### src/rtl/digipot_pkg.sv
package digipot_pkg;

  localparam logic [2:0] CMD_WIPER   = 3'b000;
  localparam logic [2:0] CMD_SHADOW  = 3'b001;
  localparam logic [2:0] CMD_LOCK    = 3'b010;
  localparam logic [2:0] CMD_SAVE    = 3'b100;
  localparam logic [2:0] CMD_RECALL  = 3'b101;
  localparam logic [2:0] CMD_TOL     = 3'b110;

  // strobes from the bus controller to the register datapath
  typedef struct packed {
    logic       wrWiper;
    logic       wrShadow;
    logic       wrLock;
    logic       save;
    logic       recall;
    logic [7:0] data;
  } strobe_t;

  typedef enum logic [2:0] {
    ST_IDLE, ST_ADDR, ST_INSTR, ST_DATA, ST_READ, ST_IGNORE
  } state_e;

endpackage

### src/rtl/digipot_regs.sv
module digipot_regs
  import digipot_pkg::*;
#(
  parameter int         WIPER_W  = 6,
  parameter int         MID_CODE = 32,
  parameter logic [7:0] TOL_BYTE = 8'hA7
) (
  input  logic               clk,
  input  logic               rst_n,
  input  strobe_t            stb,
  input  logic [2:0]         cmdSel,
  output logic [WIPER_W-1:0] wiper,
  output logic [7:0]         rdByte
);

  localparam logic [WIPER_W-1:0] MID = WIPER_W'(MID_CODE);

  logic [WIPER_W-1:0] wiperQ;
  logic [WIPER_W-1:0] shadowQ;
  logic               lockQ;

  always_ff @(posedge clk or negedge rst_n) begin
    if (!rst_n) begin
      wiperQ  <= MID;
      shadowQ <= MID;
      lockQ   <= 1'b0;
    end else begin
      if (stb.wrLock) lockQ <= stb.data[0];
      if (!lockQ) begin
        if (stb.wrWiper)  wiperQ  <= stb.data[WIPER_W-1:0];
        if (stb.recall)   wiperQ  <= shadowQ;
        if (stb.wrShadow) shadowQ <= stb.data[WIPER_W-1:0];
        if (stb.save)     shadowQ <= wiperQ;
      end
    end
  end

  always_comb begin
    case (cmdSel)
      CMD_SHADOW: rdByte = 8'(shadowQ);
      CMD_TOL:    rdByte = TOL_BYTE;
      default:    rdByte = 8'(wiperQ);
    endcase
  end

  assign wiper = wiperQ;


  lock_freeze_chk: assert property (@(posedge clk) disable iff (!rst_n)
    lockQ |=> ($stable(wiperQ) && $stable(shadowQ)));


  wiper_load_chk: assert property (@(posedge clk) disable iff (!rst_n)
    (stb.wrWiper && !lockQ) |=> (wiperQ == $past(stb.data[WIPER_W-1:0])));


  save_copy_chk: assert property (@(posedge clk) disable iff (!rst_n)
    (stb.save && !lockQ) |=> (shadowQ == $past(wiperQ)));


  recall_copy_chk: assert property (@(posedge clk) disable iff (!rst_n)
    (stb.recall && !lockQ) |=> (wiperQ == $past(shadowQ)));

endmodule

### src/rtl/digipot_i2c_ctrl.sv
module digipot_i2c_ctrl
  import digipot_pkg::*;
#(
  parameter logic [2:0] ADDR_PREFIX = 3'b010
) (
  input  logic       clk,
  input  logic       rst_n,
  input  logic       scl,
  input  logic       sdaIn,
  input  logic [1:0] strapA,
  input  logic [1:0] strapB,
  input  logic [7:0] rdByte,
  output strobe_t    stb,
  output logic [2:0] cmdSel,
  output logic       sdaOe
);

  localparam int CNT_W = 4;

  function automatic logic [1:0] tritCode(input logic [1:0] pin);
    return pin[1] ? 2'd2 : {1'b0, pin[0]};
  endfunction

  function automatic logic instrOk(input logic [7:0] b);
    return (b[4:0] == 5'd0) && (b[6:5] != 2'b11);
  endfunction

  logic [2:0]       sclS, sdaS;
  logic             sclRise, sclFall, startDet, stopDet;
  state_e           state;
  logic [CNT_W-1:0] bitCnt;
  logic [7:0]       rxReg, txReg;
  logic [6:0]       myAddr;
  logic             strapDone, rwQ, masterAck;
  logic [2:0]       cmdQ;

  always_ff @(posedge clk or negedge rst_n) begin
    if (!rst_n) begin
      sclS <= '1;
      sdaS <= '1;
    end else begin
      sclS <= {sclS[1:0], scl};
      sdaS <= {sdaS[1:0], sdaIn};
    end
  end

  assign sclRise  =  sclS[1] & ~sclS[2];
  assign sclFall  = ~sclS[1] &  sclS[2];
  assign startDet =  sclS[1] &  sclS[2] &  sdaS[2] & ~sdaS[1];
  assign stopDet  =  sclS[1] &  sclS[2] & ~sdaS[2] &  sdaS[1];

  always_ff @(posedge clk or negedge rst_n) begin
    if (!rst_n) begin
      state     <= ST_IDLE;
      bitCnt    <= '0;
      rxReg     <= '0;
      txReg     <= '0;
      sdaOe     <= 1'b0;
      cmdQ      <= CMD_WIPER;
      rwQ       <= 1'b0;
      masterAck <= 1'b0;
      myAddr    <= '0;
      strapDone <= 1'b0;
      stb       <= '0;
    end else begin
      stb <= '0;
      if (!strapDone) begin
        myAddr    <= {ADDR_PREFIX, tritCode(strapB), tritCode(strapA)};
        strapDone <= 1'b1;
      end
      if (startDet) begin
        state  <= ST_ADDR;
        bitCnt <= '0;
        sdaOe  <= 1'b0;
      end else if (stopDet) begin
        state <= ST_IDLE;
        sdaOe <= 1'b0;
      end else if (state != ST_IDLE && state != ST_IGNORE) begin
        if (sclRise) begin
          if (bitCnt < CNT_W'(8)) rxReg <= {rxReg[6:0], sdaS[1]};
          else                    masterAck <= ~sdaS[1];
          bitCnt <= bitCnt + CNT_W'(1);
        end else if (sclFall) begin
          if (bitCnt == CNT_W'(8)) begin
            case (state)
              ST_ADDR:
                if (rxReg[7:1] == myAddr) begin
                  sdaOe <= 1'b1;
                  rwQ   <= rxReg[0];
                end else state <= ST_IGNORE;
              ST_INSTR:
                if (instrOk(rxReg)) begin
                  sdaOe      <= 1'b1;
                  cmdQ       <= rxReg[7:5];
                  stb.save   <= (rxReg[7:5] == CMD_SAVE);
                  stb.recall <= (rxReg[7:5] == CMD_RECALL);
                end else state <= ST_IGNORE;
              ST_DATA:
                if (cmdQ == CMD_WIPER || cmdQ == CMD_SHADOW || cmdQ == CMD_LOCK) begin
                  sdaOe        <= 1'b1;
                  stb.data     <= rxReg;
                  stb.wrWiper  <= (cmdQ == CMD_WIPER);
                  stb.wrShadow <= (cmdQ == CMD_SHADOW);
                  stb.wrLock   <= (cmdQ == CMD_LOCK);
                end else state <= ST_IGNORE;
              default: sdaOe <= 1'b0;  // read: free the line for the master ack
            endcase
          end else if (bitCnt == CNT_W'(9)) begin
            bitCnt <= '0;
            case (state)
              ST_ADDR:
                if (rwQ) begin
                  state <= ST_READ;
                  sdaOe <= ~rdByte[7];
                  txReg <= {rdByte[6:0], 1'b0};
                end else begin
                  state <= ST_INSTR;
                  sdaOe <= 1'b0;
                end
              ST_INSTR: begin
                state <= ST_DATA;
                sdaOe <= 1'b0;
              end
              ST_READ:
                if (masterAck) begin
                  sdaOe <= ~rdByte[7];
                  txReg <= {rdByte[6:0], 1'b0};
                end else begin
                  state <= ST_IGNORE;
                  sdaOe <= 1'b0;
                end
              default: sdaOe <= 1'b0;
            endcase
          end else if (state == ST_READ && bitCnt != '0) begin
            sdaOe <= ~txReg[7];
            txReg <= {txReg[6:0], 1'b0};
          end
        end
      end
    end
  end

  assign cmdSel = cmdQ;


  quiet_when_unselected_chk: assert property (@(posedge clk) disable iff (!rst_n)
    (state == ST_IGNORE || state == ST_IDLE) |-> !sdaOe);


  sda_after_fall_chk: assert property (@(posedge clk) disable iff (!rst_n)
    !$stable(sdaOe) |-> $past(sclFall || startDet || stopDet));


  ack_slot_chk: assert property (@(posedge clk) disable iff (!rst_n)
    (sdaOe && state != ST_READ) |-> (bitCnt == CNT_W'(8) || bitCnt == CNT_W'(9)));

endmodule

### src/rtl/digipot_i2c.sv
module digipot_i2c
  import digipot_pkg::*;
#(
  parameter logic [2:0] ADDR_PREFIX = 3'b010,
  parameter int         WIPER_W     = 6,
  parameter int         MID_CODE    = 32,
  parameter logic [7:0] TOL_BYTE    = 8'hA7
) (
  input  logic               clk,
  input  logic               rst_n,
  input  logic               scl,
  input  logic               sdaIn,
  output logic               sdaOe,
  input  logic [1:0]         strapA,
  input  logic [1:0]         strapB,
  output logic [WIPER_W-1:0] wiper
);

  strobe_t    stb;
  logic [2:0] cmdSel;
  logic [7:0] rdByte;

  digipot_i2c_ctrl #(.ADDR_PREFIX(ADDR_PREFIX)) u_ctrl (
    .clk(clk), .rst_n(rst_n), .scl(scl), .sdaIn(sdaIn),
    .strapA(strapA), .strapB(strapB), .rdByte(rdByte),
    .stb(stb), .cmdSel(cmdSel), .sdaOe(sdaOe)
  );

  digipot_regs #(.WIPER_W(WIPER_W), .MID_CODE(MID_CODE), .TOL_BYTE(TOL_BYTE)) u_regs (
    .clk(clk), .rst_n(rst_n), .stb(stb), .cmdSel(cmdSel),
    .wiper(wiper), .rdByte(rdByte)
  );

endmodule

### config.mk
export PLATFORM = sky130hd
export DESIGN_NAME = digipot_i2c
export DESIGN_NICKNAME = d
export VERILOG_FILES = /design/src/rtl/digipot_pkg.sv /design/src/rtl/digipot_regs.sv /design/src/rtl/digipot_i2c_ctrl.sv /design/src/rtl/digipot_i2c.sv
export SDC_FILE = /design/constraint.sdc
export NUM_CORES = 1
export LEC_CHECK = 0
export CAP_MARGIN = 20
export CORE_UTILIZATION = 30
export CTS_CLUSTER_DIAMETER = 150
export CTS_CLUSTER_SIZE = 16
export DETAILED_ROUTE_END_ITERATION = 16
export GPL_TIMING_DRIVEN = 0
export PLACE_DENSITY = 0.55
export SYNTH_ARGS = -nofsm -noshare
export SYNTH_HDL_FRONTEND = slang
export SYNTH_SLANG_ARGS = --single-unit
### constraint.sdc
create_clock -name clk -period 4.81 [get_ports clk]
set_clock_uncertainty 0.1 [all_clocks]
set_input_delay 0.962 -clock clk [delete_from_list [all_inputs] [get_ports clk]]
set_output_delay 0.962 -clock clk [all_outputs]
set_load 0.02 [all_outputs]
==> key figures, run 1 <==
Run status
  • Outcome: completed

Clock network
  • H-Tree Depth: 3
  • Worst-path clk slew: around 80 ps
  • Insertion delay to the later sink of the worst-skew pair: 350 ps
  • Clock sink count: 64
  • CTS Buf Count: 9
  • CTS max path bufs: 2
  • Post-CTS Resized: 0
  • Setup Buffers After CTS: 0
  • Root Driver: clkbuf_8
  • Cts hold-fix bufs: 0
  • TritonCTS clock tree: done

Die
  • Num rows: 37
  • Effective utilization at floorplan: between 30 and 40%
  • Die Span X: 106 um
  • Die area: around 11000 um^2
  • Die H: about 110 um
  • Placeable Area: around 10000 um^2
  • I/O pin total: 15

Finish
  • Fill cells: around 1100
  • Commonest non-fill, non-tap cell in the layout: dfrtp_1
  • Multi-input gate area: 1530 um^2
  • Layout cell share with drive strength beyond 1: between 10% and 20%
  • Antenna cells: 0
  • Sequential Area: 1610 um^2
  • Commonest cells after routing, fill and taps aside: dfrtp_1 (56), o21ai_0 (31), nand2_1 (30), mux2_2 (22), nor2b_1 (14)
  • Final nets: roughly 350
  • Synth-to-Final Area Change: 15.3%

STA
  • Endpoints failing setup: 0
  • Max Fclk: approximately 0.38 GHz
  • RSZ-0062 raised after global routing: no
  • Max Slew Vio Count: 0
  • Post-Route Setup TNS: 0 ps
  • Slew @ Worst Pin: about 810 ps
  • Slew Limit Headroom: 45.7%
  • Hold Fails Final Rpt: 0
  • Final period utilization: between 50% and 60%
  • Minimum clock period after layout: roughly 2600 ps
  • Worst hold slack: 256 ps

Logic synthesis
  • Synth Net Count: between 300 and 400
  • Mean Syn Cell Area: between 10 and 15 um^2
  • Synth Area in Compound Gates: around 17%
  • Post-synth EDFFs: 0
  • Mux cell area share after synthesis: just under 9%
  • Number of synthesized register bits: 64
  • Syn Inst Count: about 320
  • Largest family of logic cells by synthesized area: simple AND/OR/NAND/NOR gates
  • Warnings, synthesis: 0
  • Async set-reset flop share out of synthesis: between 90% and 100%
  • Register area share after synthesis: 49.7%
  • Post-Syn Area: 3240 um^2
  • Simple-Gate Fraction of Synth Area: about 18%
  • Adder-cell share of the synthesized area: 1.16%
  • XOR/XNOR Fraction of Synth Area: between 1.5 and 2%
  • Cell variety after synth: 55
  • Ys flop type: dfrtp_1

Drt
  • TritonRoute pass-1 iters: 4
  • Iter 0 DRT Violations: roughly 180
  • Final WL: just under 7000 um
  • Drt via density: roughly 5
  • Post-DR wirelength/cell: ~14 um
  • Detail Route Antenna Nets: 0
  • DRC Markers: 0
  • Via count: between 2000 and 2500

Critical path
  • WP data required: 3750 ps
  • Critical path data arrival time: roughly 1600 ps
  • Startpoint Class: register
  • Worst setup path category: register to output port
  • Crit-path slowest cell: clkdlybuf4s50_1
  • Critical path's top delay family: buffers and inverters
  • Crit path max fanout: 6
  • Sequence of cells on the critical path: clkdlybuf4s50_1
  • Worst setup EP type: output port
  • Crit path buf inv count: 1
  • Max incr delay on CP: roughly 620 ps

Power and ir drop
  • Peak supply drop: 140 uV
  • Leakage power: between 1.5 and 2 nW
  • Power Dens Cells: 291 nW/um^2

Global route
  • Vias in the first global route: between 2000 and 2500
  • Total GRT Usage: a little over an eighth
  • Pin count of the biggest net entering global routing: 65
  • GR Overflow Total: 0
  • Initial antenna violation count: 0
  • First-pass GRT wire length: around 12000 um

Placed design
  • Hpwl dp: 4840 um
  • PortBufs: 14
  • RePlAce Congestion: just over 0.8

Worst hold path
  • Hold Path Class: register to register

Job
  • Max cap viols: 0
==> worst paths after layout <==
path                                               from                      endpoint  slack, ps  depth (start not counted)
setup / recovery            u_regs.wiper[5]$_DFFE_PN1P_                      wiper[5]       2190                          1
hold / removal                 u_ctrl.sdaS[0]$_DFF_PN1_      u_ctrl.sdaS[1]$_DFF_PN1_        260                          0
setup reg to reg           u_ctrl.bitCnt[0]$_DFFE_PN0P_  u_ctrl.cmdSel[1]$_DFFE_PN0P_       2440                          7
max in group asynchronous                         rst_n       u_ctrl.stb[3]$_DFF_PN0_       3460                          1
hold reg to reg                u_ctrl.sdaS[0]$_DFF_PN1_      u_ctrl.sdaS[1]$_DFF_PN1_        260                          0
min in group asynchronous                         rst_n  u_ctrl.bitCnt[0]$_DFFE_PN0P_        580                          1
==> cells in the mapped netlist, types with 4 or more instances <==
cell | n | area share [%]
xnor2_1 | 4 | 1.1
and2_1 | 5 | 0.96
dfrtp_1 | 56 | 43
nand2b_1 | 6 | 1.2
o31ai_1 | 4 | 0.93
mux2_2 | 22 | 7.6
mux2i_1 | 4 | 1.2
nand4_1 | 5 | 0.96
nor2b_1 | 14 | 2.7
nand3_1 | 4 | 0.62
o21ai_0 | 31 | 4.8
a22oi_1 | 12 | 2.8
nor3b_1 | 5 | 1.2
a21oi_1 | 13 | 2.0
nor2_1 | 13 | 1.5
clkbuf_1 | 8 | 0.93
dfstp_2 | 8 | 6.5
nor3_1 | 5 | 0.77
nand2_1 | 30 | 3.5
buf_2 | 4 | 0.62
inv_1 | 11 | 1.3
==> power breakdown <==
part	internal, W	total [W]	switching [W]
combinational	0.0000319	0.0000737	0.0000418
clock	0.000236	0.000445	0.000208
sequential	0.000554	0.000572	0.0000172
==> metal layers <==
metal  GRT usage, %  vias up  routed length (um)
li1               -     1190                   -
met2           20.6       41                3130
met5              0        -                   0
met1           18.1     1163                3350
met4           6.25        0                  95
met3           3.37        7                 272
==> flip-flops by register name, summed over array words and instances, names as in the netlist, 3 cells and up <==
signal	count
u_ctrl.sclS	3
u_ctrl.state	3
u_ctrl.sdaS	3
u_ctrl.myAddr	5
u_ctrl.cmdSel	3
u_regs.shadowQ	6
u_ctrl.rxReg	8
u_regs.wiper	6
u_ctrl.txReg	7
u_ctrl.stb	11
u_ctrl.bitCnt	4
==> stage by stage <==
stage               total power, W  worst slack (ps)  utilization [%]  instances  area (um^2)
floorplan                 0.000624              2730                -        316         3240
global placement          0.000656               468             34.1        466         3550
detailed placement        0.000658              2460             34.1        466         3550
CTS                        0.00111              2170             35.9        482         3740
global route               0.00114              2140             35.9        482         3740
finish                     0.00109              2190             35.9        482         3740
==> kinds of logic (layout without fill, tap and decap cells) <==
| kind of cell | count (synthesis) | in the layout |
|---|---|---|
| and+or+nand+nor | 105 | 105 |
| xor gates and xnor gates | 7 | 7 |
| adders and majority gates | 3 | 3 |
| buffers and inverters | 24 | 54 |
| DFF | 64 | 64 |
| AOI/OAI and AO/OA | 86 | 86 |
| muxes | 26 | 26 |
| other | 1 | 1 |
==> layout make-up <==
cell class | count | area share, %
buffer | 13 | 1.54
multi-input combinational | 228 | 41.0
timing repair buffer | 14 | 3.68
clock buffer | 10 | 3.41
clock inverter | 6 | 1.61
inverter | 11 | 1.10
sequential | 64 | 43.1
tap | 136 | 4.55
Note: power is estimated with default switching activity, not from simulation.
==> run 2, diff against run 1 <==
==> constraint.sdc (replaced) <==
create_clock -name clk -period 2.6 [get_ports clk]
set_clock_uncertainty 0.1 [all_clocks]
set_input_delay 0.52 -clock clk [delete_from_list [all_inputs] [get_ports clk]]
set_output_delay 0.52 -clock clk [all_outputs]
set_load 0.02 [all_outputs]
==> results of run 2 <==
The final DEF is identical to that of run 1. Status: completed.
Among the figures that moved: setup slack after placement 2460 ps -> 249 ps; clock-pin slew on the worst setup and hold paths 80 ps -> 70 ps; setup slack after layout 2190 ps -> 232 ps; hold slack 256 ps -> 140 ps; start point of the critical path u_regs.wiper[5]$_DFFE_PN1P_ -> u_ctrl.bitCnt[0]$_DFFE_PN0P_; end point of the critical path wiper[5] -> u_ctrl.cmdSel[1]$_DFFE_PN0P_; register-to-register setup slack 2440 ps -> 230 ps; total power 0.00109 W -> 0.00202 W; worst IR drop on VDD 140 uV -> 259 uV
==> run 3, diff against run 2 <==
--- a/config.mk
+++ b/config.mk
@@ -10,7 +10,7 @@
 export CTS_CLUSTER_DIAMETER = 150
 export CTS_CLUSTER_SIZE = 16
 export DETAILED_ROUTE_END_ITERATION = 16
-export GPL_TIMING_DRIVEN = 0
+export MAX_ROUTING_LAYER = met4
 export PLACE_DENSITY = 0.55
 export SYNTH_ARGS = -nofsm -noshare
 export SYNTH_HDL_FRONTEND = slang
==> key figures, run 3 (same netlist as run 1, synthesis figures left out) <==
Drt
  • Drt via density: 5.12 (+2.7%)
  • Post-DR wirelength/cell: 14.6 um (+2.4%)
  • TritonRoute pass-1 iters: 4 (unchanged)
  • Final WL: 6870 um (+0.25%)
  • Detail Route Antenna Nets: 0 (unchanged)
  • DRC Markers: 0 (unchanged)
  • Iter 0 DRT Violations: 110 (-37%)
  • Via count: 2415 (+0.58%)

Finish
  • Biggest regs: u_ctrl.stb: 11 flops, u_ctrl.rxReg: 8 flops, u_ctrl.txReg: 7 flops
  • Largest register by flop count: u_ctrl.stb
  • Commonest non-fill, non-tap cell in the layout: dfrtp_1
  • Final nets: 342 (-2.8%)
  • Layout cell share with drive strength beyond 1: 16.1% (-0.69 points)
  • Post-layout util: 35.9% (about the same)
  • Antenna cells: 0 (unchanged)
  • Final Instance Count excl. Fillers: 472 (-2.1%)
  • Largest register FFs: 11 (unchanged)
  • Commonest cells after routing, fill and taps aside: dfrtp_1 (56), o21ai_0 (31), nand2_1 (30), mux2_2 (22), nor2b_1 (14)
  • Fill cells: 1039 (-2.5%)
  • Synth-to-Final Area Change: 15.3% (about the same)

Die
  • Die H: 106 um (unchanged)
  • I/O pin total: 15 (unchanged)
  • Num rows: 37 (unchanged)
  • Die area: 11200 um^2 (unchanged)
  • Die Span X: 106 um (unchanged)
  • Placeable Area: 10400 um^2 (unchanged)
  • Effective utilization at floorplan: 31.1% (unchanged)

Clock network
  • H-Tree Depth: 3 (unchanged)
  • Post-CTS Resized: 0 (unchanged)
  • TritonCTS clock tree: done
  • Setup Buffers After CTS: 0 (unchanged)
  • Root Driver: clkbuf_8
  • Worst-path clk slew: roughly 60 ps
  • CTS Buf Count: 9 (unchanged)
  • CTS max path bufs: 2 (unchanged)
  • Clock sink count: 64 (unchanged)
  • Insertion delay to the later sink of the worst-skew pair: 330 ps (-20 ps)
  • Cts hold-fix bufs: 0 (unchanged)

Global route
  • GR Overflow Total: 0 (unchanged)
  • First-pass GRT wire length: 11700 um (-0.18%)
  • Total GRT Usage: 13.7% (+0.20 points)
  • Initial antenna violation count: 0 (unchanged)
  • Vias in the first global route: 2363 (-1.4%)
  • Pin count of the biggest net entering global routing: 65 (unchanged)

Critical path
  • Internal reg-to-reg setup slack: between 200 and 250 ps
  • Crit path max fanout: 13
  • Worst setup path category: register to register
  • WP data required: 2770 ps
  • R2R cell count: 7 (unchanged)
  • Reg2reg start: u_ctrl.bitCnt[0]$_DFFE_PN0P_
  • Worst setup EP type: register
  • Critical path data arrival time: 2540 ps
  • Startpoint Class: register
  • Crit Reg-Reg Endpoint: u_ctrl.bitCnt[2]$_DFFE_PN0P_

STA
  • RSZ-0062 raised after global routing: no
  • Minimum clock period after layout: 2380 ps
  • Final period utilization: about nine tenths
  • Fin worst setup slack: ~220 ps
  • Worst hold slack: 85.1 ps
  • Slew @ Worst Pin: 542 ps (-272 ps)
  • Hold Fails Final Rpt: 0 (unchanged)
  • Post-Route Setup TNS: 0 ps (unchanged)
  • Max Fclk: between 0.4 and 0.5 GHz
  • Slew Limit Headroom: 63.8% (+18 points)
  • Max Slew Vio Count: 0 (unchanged)
  • Endpoints failing setup: 0 (unchanged)

Placed design
  • Hpwl dp: 4730 um (-2.2%)
  • Placed cell count: 456 (-2.1%)
  • PortBufs: 14 (unchanged)
  • RePlAce Congestion: 0.865 (+5.5%)
  • Setup WS pre-CTS: 236 ps

Power and ir drop
  • Switching share of total power: 22.0% (-2.5 points)
  • Power share of the clock group: 43.6% (+2.8 points)
  • Logic pwr share: 6.4% (-0.4 points)
  • Peak supply drop: 228 uV
  • Power Dens Cells: between 500 and 600 nW/um^2
  • Leakage power: 1.60 nW (about the same)
  • Int Pwr: 0.00165 W
  • Switching power total: 0.000466 W
  • Sequential share of power: 50.0% (-2.4 points)

Run status
  • Outcome: completed

Worst hold path
  • Hold Path Class: input pin to asynchronous set/reset pin

Job
  • Max cap viols: 0 (unchanged)
## run 3: cell types whose count changed in the layout (fill, tap and decap cells not counted)
cell / change
buf_12: +1
buf_2: -3
clkbuf_8: +1
clkinvlp_4: -2
bufinv_16: +1
clkbuf_1: -6
clkinv_2: -2
## run 3: critical path: stages (launching register included)
cell and delay [ps]:
dfrtp_1 430, inv_1 60, ha_1 240, and3b_1 350, o31a_1 350, o21a_1 210, or4b_1 500, nand2_1 70
## run 3: stage by stage
stage               cell area, um^2  total power [W]
floorplan                      3240          0.00116
global placement               3530          0.00122
detailed placement             3530          0.00122
CTS                            3740          0.00216
global route                   3740          0.00221
finish                         3740          0.00212
## run 3: worst max path at each step
| stage | from | end | cells past startpoint |
|---|---|---|---|
| floorplan | u_ctrl.bitCnt[0]$_DFFE_PN0P_ | u_ctrl.bitCnt[2]$_DFFE_PN0P_ | 7 |
| global placement | u_ctrl.bitCnt[0]$_DFFE_PN0P_ | u_ctrl.bitCnt[2]$_DFFE_PN0P_ | 7 |
| detailed placement | u_ctrl.bitCnt[0]$_DFFE_PN0P_ | u_ctrl.bitCnt[2]$_DFFE_PN0P_ | 7 |
| CTS | u_ctrl.bitCnt[0]$_DFFE_PN0P_ | u_ctrl.bitCnt[2]$_DFFE_PN0P_ | 7 |
| global route | u_ctrl.bitCnt[0]$_DFFE_PN0P_ | u_ctrl.state[0]$_DFFE_PN0P_ | 7 |
| finish | u_ctrl.bitCnt[0]$_DFFE_PN0P_ | u_ctrl.bitCnt[2]$_DFFE_PN0P_ | 7 |
## run 3: metal layers
layer | vias to the layer above | GRT usage [%] | share of wire [%]
met4 | 0 | 5.95 | 2.1
met2 | 56 | 20.7 | 47
met5 | - | - | 0
met1 | 1174 | 17.6 | 47
li1 | 1172 | - | -
met3 | 13 | 3.37 | 3.7
## run 3: power groups by stage
| stage | Clock [W] | Sequential [W] | Combinational (W) |
|---|---|---|---|
| global placement | 0 | 0.00108 | 0.000139 |
| floorplan | 0 | 0.00107 | 0.0000890 |
| finish | 0.000924 | 0.00106 | 0.000135 |
| CTS | 0.000959 | 0.00106 | 0.000138 |
| global route | 0.000991 | 0.00106 | 0.000155 |
| detailed placement | 0 | 0.00108 | 0.000138 |
## run 3: area by class of cell
cell class,instances,area (um^2),area share [%]
sequential,64,1610,43.1
multi-input combinational,228,1530,41.0
timing repair buffer,17,170,4.55
tap,136,170,4.55
clock buffer,13,149,3.98
clock inverter,3,65.1,1.74
inverter,11,41.3,1.10
